==> src/rtl/lduse_pkg.sv <==
package lduse_pkg;

    typedef enum logic {
        ST_FLOW   = 1'b0,
        ST_BUBBLE = 1'b1
    } lu_state_e;

    typedef enum logic {
        CONS_REGREG = 1'b0,
        CONS_IMM    = 1'b1
    } cons_kind_e;

endpackage

==> src/rtl/lduse_cmp.sv <==
module lduse_cmp #(
    parameter int unsigned ADDR_W         = 5,
    parameter bit          ZERO_HARDWIRED = 1'b1
) (
    input  logic [ADDR_W-1:0] dest,
    input  logic [ADDR_W-1:0] src,
    input  logic              src_used,
    output logic              hit
);

    generate
        if (ZERO_HARDWIRED) begin : g_zero
            // register 0 is constant, so writing it creates no dependence
            assign hit = src_used && (dest == src) && (dest != '0);
        end else begin : g_plain
            assign hit = src_used && (dest == src);
        end
    endgenerate

endmodule

==> src/rtl/lduse_detect.sv <==
module lduse_detect
    import lduse_pkg::*;
#(
    parameter int unsigned ADDR_W         = 5,
    parameter bit          ZERO_HARDWIRED = 1'b1
) (
    input  logic              is_load,
    input  logic [ADDR_W-1:0] dest,
    input  logic [ADDR_W-1:0] src_a,
    input  logic [ADDR_W-1:0] src_b,
    input  cons_kind_e        kind,
    output logic              hazard
);

    localparam int unsigned NUM_SRC = 2;

    logic [NUM_SRC-1:0][ADDR_W-1:0] srcs;
    logic [NUM_SRC-1:0]             used;
    logic [NUM_SRC-1:0]             hits;

    assign srcs = {src_b, src_a};
    // first field is always read; second only by register-register / store
    assign used = {(kind == CONS_REGREG), 1'b1};

    generate
        for (genvar i = 0; i < NUM_SRC; i++) begin : g_src
            lduse_cmp #(
                .ADDR_W        (ADDR_W),
                .ZERO_HARDWIRED(ZERO_HARDWIRED)
            ) u_cmp (
                .dest    (dest),
                .src     (srcs[i]),
                .src_used(used[i]),
                .hit     (hits[i])
            );
        end
    endgenerate

    assign hazard = is_load && (|hits);

endmodule

==> src/rtl/lduse_fsm.sv <==
module lduse_fsm
    import lduse_pkg::*;
(
    input  logic clk,
    input  logic rst_n,
    input  logic hazard,
    output logic stall
);

    lu_state_e state_q;
    lu_state_e state_d;

    always_ff @(posedge clk or negedge rst_n) begin
        if (!rst_n) begin
            state_q <= ST_FLOW;
        end else begin
            state_q <= state_d;
        end
    end

    always_comb begin
        state_d = ST_FLOW;
        unique case (state_q)
            ST_FLOW:   state_d = hazard ? ST_BUBBLE : ST_FLOW;
            ST_BUBBLE: state_d = ST_FLOW;
            default:   state_d = ST_FLOW;
        endcase
    end

    always_comb begin
        stall = 1'b0;
        unique case (state_q)
            ST_FLOW:   stall = hazard;
            ST_BUBBLE: stall = 1'b0;
            default:   stall = 1'b0;
        endcase
    end

endmodule

==> src/rtl/lduse_interlock.sv <==
module lduse_interlock
    import lduse_pkg::*;
#(
    parameter int unsigned ADDR_W         = 5,
    parameter bit          ZERO_HARDWIRED = 1'b1
) (
    input  logic              clk,
    input  logic              rst_n,
    input  logic              idex_is_load,
    input  logic [ADDR_W-1:0] idex_rt,
    input  logic [ADDR_W-1:0] ifid_rs,
    input  logic [ADDR_W-1:0] ifid_rt,
    input  logic              ifid_imm,
    output logic              pc_we,
    output logic              ifid_we,
    output logic              idex_flush
);

    cons_kind_e kind;
    logic       hazard;
    logic       stall;

    assign kind = cons_kind_e'(ifid_imm);

    lduse_detect #(
        .ADDR_W        (ADDR_W),
        .ZERO_HARDWIRED(ZERO_HARDWIRED)
    ) u_detect (
        .is_load(idex_is_load),
        .dest   (idex_rt),
        .src_a  (ifid_rs),
        .src_b  (ifid_rt),
        .kind   (kind),
        .hazard (hazard)
    );

    lduse_fsm u_fsm (
        .clk   (clk),
        .rst_n (rst_n),
        .hazard(hazard),
        .stall (stall)
    );

    assign pc_we      = !stall;
    assign ifid_we    = !stall;
    assign idex_flush = stall;

endmodule

==> config.mk <==
export PLATFORM = sky130hd
export DESIGN_NAME = lduse_interlock
export DESIGN_NICKNAME = d
export VERILOG_FILES = /design/src/rtl/lduse_pkg.sv /design/src/rtl/lduse_cmp.sv /design/src/rtl/lduse_detect.sv /design/src/rtl/lduse_fsm.sv /design/src/rtl/lduse_interlock.sv
export SDC_FILE = /design/constraint.sdc
export NUM_CORES = 1
export LEC_CHECK = 0
export ABC_AREA = 1
export BUFFER_PORTS_ARGS = -buffer_cell sky130_fd_sc_hd__buf_4
export CAP_MARGIN = 20
export CORE_AREA = 5 5 42 44
export CTS_CLUSTER_SIZE = 14
export DETAILED_ROUTE_END_ITERATION = 10
export DIE_AREA = 0 0 47 49
export PLACE_DENSITY_LB_ADDON = 0.15
export SYNTH_ARGS = -nofsm -noshare
export SYNTH_HDL_FRONTEND = slang
export SYNTH_SLANG_ARGS = --single-unit
==> constraint.sdc <==
create_clock -name clk -period 1.2 [get_ports clk]
set_input_delay 0.06 -clock clk [delete_from_list [all_inputs] [get_ports clk]]
set_output_delay 0.06 -clock clk [all_outputs]
set_load 0.01 [all_outputs]
==> results.md <==
* Rows at 14
* Least-Margin Pin Slew at about 0.17 ns
* Biggest regs: u_fsm.state_q: 1 flops
* FILL cells at approximately 170
* Post-layout util at 0.342
* Largest register FFs at 1
* Worst setup path category: in -> out
* Slew Viols, Final at 0
* Outcome: finished, final reports clean
* RSZ-0062 raised after global routing: false
* Cells after Synth at 58
* Warnings from Yosys at 0
* Hold Crit Class: in -> reg
* Crit path DAT at a little over 0.8 ns
* DR iter-0 viols at 2
* Final min period at roughly 0.9 ns
* Compound-Gate Fraction of Synth Area at 0.0293
* Critical Path End Type: output port
* Port Buf Inserts at 21
* Max-Cap Viols at 0
* Vias per cell at slightly below 4
* Antenna Cells at 0
* Layout area overhead at 60.3%
* Max Freq at 1140 MHz
* HPWL Detailed at just under 700 µm
* Simple-Gate Fraction of Synth Area at 0.644
* CP Launch Type: input port
* Synthesized flop and latch total at 1
* Final hold violations at 0
* Final net count at 100
* Mean Syn Cell Area at a little over 5 µm²
* XOR/XNOR Fraction of Synth Area at 0.0293
* Initial Util at 0.213
* Chip height at ~49 µm
* Reg with most FFs: u_fsm.state_q
* Tot GR Track Use at 0.0604
* Clk slew on worst S/H paths at 0 ns
* Slew headroom at 0.884
* Vias at between 300 and 400
* Share of post-route cells with drive strength above 1 at 0.456
* Mapped Nets at 77
* Initial DRT Pass Iterations at 2
* Routed len/inst at around 7.3 µm
* CP Data Required Time at ~1.1 ns
* WL final at 698 µm
* Buffers inserted by post-CTS timing repair at 0
* Largest net degree at the start of global routing at 5
* Clock Latency Late Sink at 0 ns
* LEAKAGE at roughly 0.29 nW
* PwrDens at between 300 and 400 nW/µm²
* Worst VDD drop at 0.000138 V
* Post-route DRC at 0
* Largest family of logic cells by synthesized area: simple AND/OR/NAND/NOR gates
* Die ar. at approximately 2300 µm²
* TNS Setup at 0 ns
* Die X at between 40 and 50 µm
* Grt ovf at 0
* Netlist cell types at 16
* Routability cong. at about 0.7
* Antenna viol nets, final at 0
* Synthesized cell area at 299 µm²
* # setup viols final at 0
* Post-synthesis mux area share at 0
* Post-synthesis adder-cell area fraction at 0
* Core area at 1400 µm²
* Worst Skew at 0 ns
* Vias in the first global route at between 300 and 400
* Antenna violations before repair at 0
* Peak fanout along the critical path at 4
* Register area share after synthesis at 0.0837
* Num ports at 22
* Final worst-path cycle share at 0.730
* First-pass GRT wire length at between 1 and 1.5 mm
## through the flow
step           hold slack [ns]  instances  setup slack, ns  cell area (µm²)  power (mW)
2_1_floorplan           -0.236         58            0.357              299       0.104
3_3_place_gp            -0.164         94            0.257              469       0.171
3_5_place_dp            -0.164         94            0.294              469       0.171
4_1_cts                  0.368         95            0.287              479       0.174
5_1_grt                  0.392         95            0.187              479       0.189
6_report                 0.365         95            0.324              479       0.171
## routing by layer
| metal | vias up | GRT usage | wire length [µm] |
|---|---|---|---|
| met5 | - | 0 | 0 |
| met1 | 148 | 0.0806 | 307 |
| met2 | 11 | 0.111 | 350 |
| met3 | 0 | 0 | 39 |
| met4 | 0 | 0 | 0 |
| li1 | 206 | - | - |
## layout make-up
type,count,area (µm²),share of cell area
well taps,16,20.0,0.0418
inverters,15,56.3,0.117
flip-flops and latches,1,25.0,0.0522
repair buffers,22,168,0.350
multi-input cells,41,210,0.439
## cell usage after synthesis (all sizes together)
cell type | instances | area, µm²
a21oi | 1 | 8.76
buf | 1 | 7.51
clkinv | 1 | 3.75
dfrtp | 1 | 25.0
inv | 14 | 52.6
nand2 | 26 | 113
nand3 | 4 | 30.0
nor2 | 8 | 45.0
nor3 | 1 | 5.00
xnor2 | 1 | 8.76
## placed cells by master, fill, tap and decap left out
master         synthesis  layout
nor2_1                 4       4
nand2_1               22      22
nor2_4                 1       1
a21oi_2                1       1
nand2_4                1       1
buf_4                  1      21
nor3_1                 1       1
inv_2                  4       4
nand2_2                3       3
nor2_2                 3       3
dlygate4sd3_1          0       1
clkinv_1               1       1
dfrtp_1                1       1
xnor2_1                1       1
inv_1                 10      10
nand3_1                2       2
nand3_2                2       2
## where the power goes
part	internal, mW	total, mW	switching, mW
logic	0.0720	0.135	0.0634
registers	0.0353	0.0355	0.000200
clock network	0	0	0
total	0.107	0.171	0.0636
## worst max-delay path: stages
cell     delay, ns
buf_4         0.12
nor3_1        0.19
nand3_1       0.09
nand3_1       0.11
inv_1         0.05
nand2_1       0.08
buf_4         0.12
## logic make-up (layout without fill, tap and decap cells)
group           after synthesis  in the layout
simple gates                 39             39
buf+inv                      16             37
compound gates                1              1
xor+xnor                      1              1
flops                         1              1
## timing repair
action,4_1_cts,5_1_grt
resized for setup,0,0
hold buffers,1,0
endpoints found under the hold margin,1,0
## path summary, 6_finish.rpt
path	slack (ns)	from	to	cells after the start
worst max register to register	0.50	u_fsm.state_q$_DFF_PN0_	u_fsm.state_q$_DFF_PN0_	3
max in group asynchronous	0.74	rst_n	u_fsm.state_q$_DFF_PN0_	2
worst max-delay path	0.32	idex_rt[1]	pc_we	7
worst min register to register	0.53	u_fsm.state_q$_DFF_PN0_	u_fsm.state_q$_DFF_PN0_	3
min in group asynchronous	0.38	rst_n	u_fsm.state_q$_DFF_PN0_	2
worst min-delay path	0.37	idex_is_load	u_fsm.state_q$_DFF_PN0_	3
No activity file was read; power rests on OpenSTA's default activity.
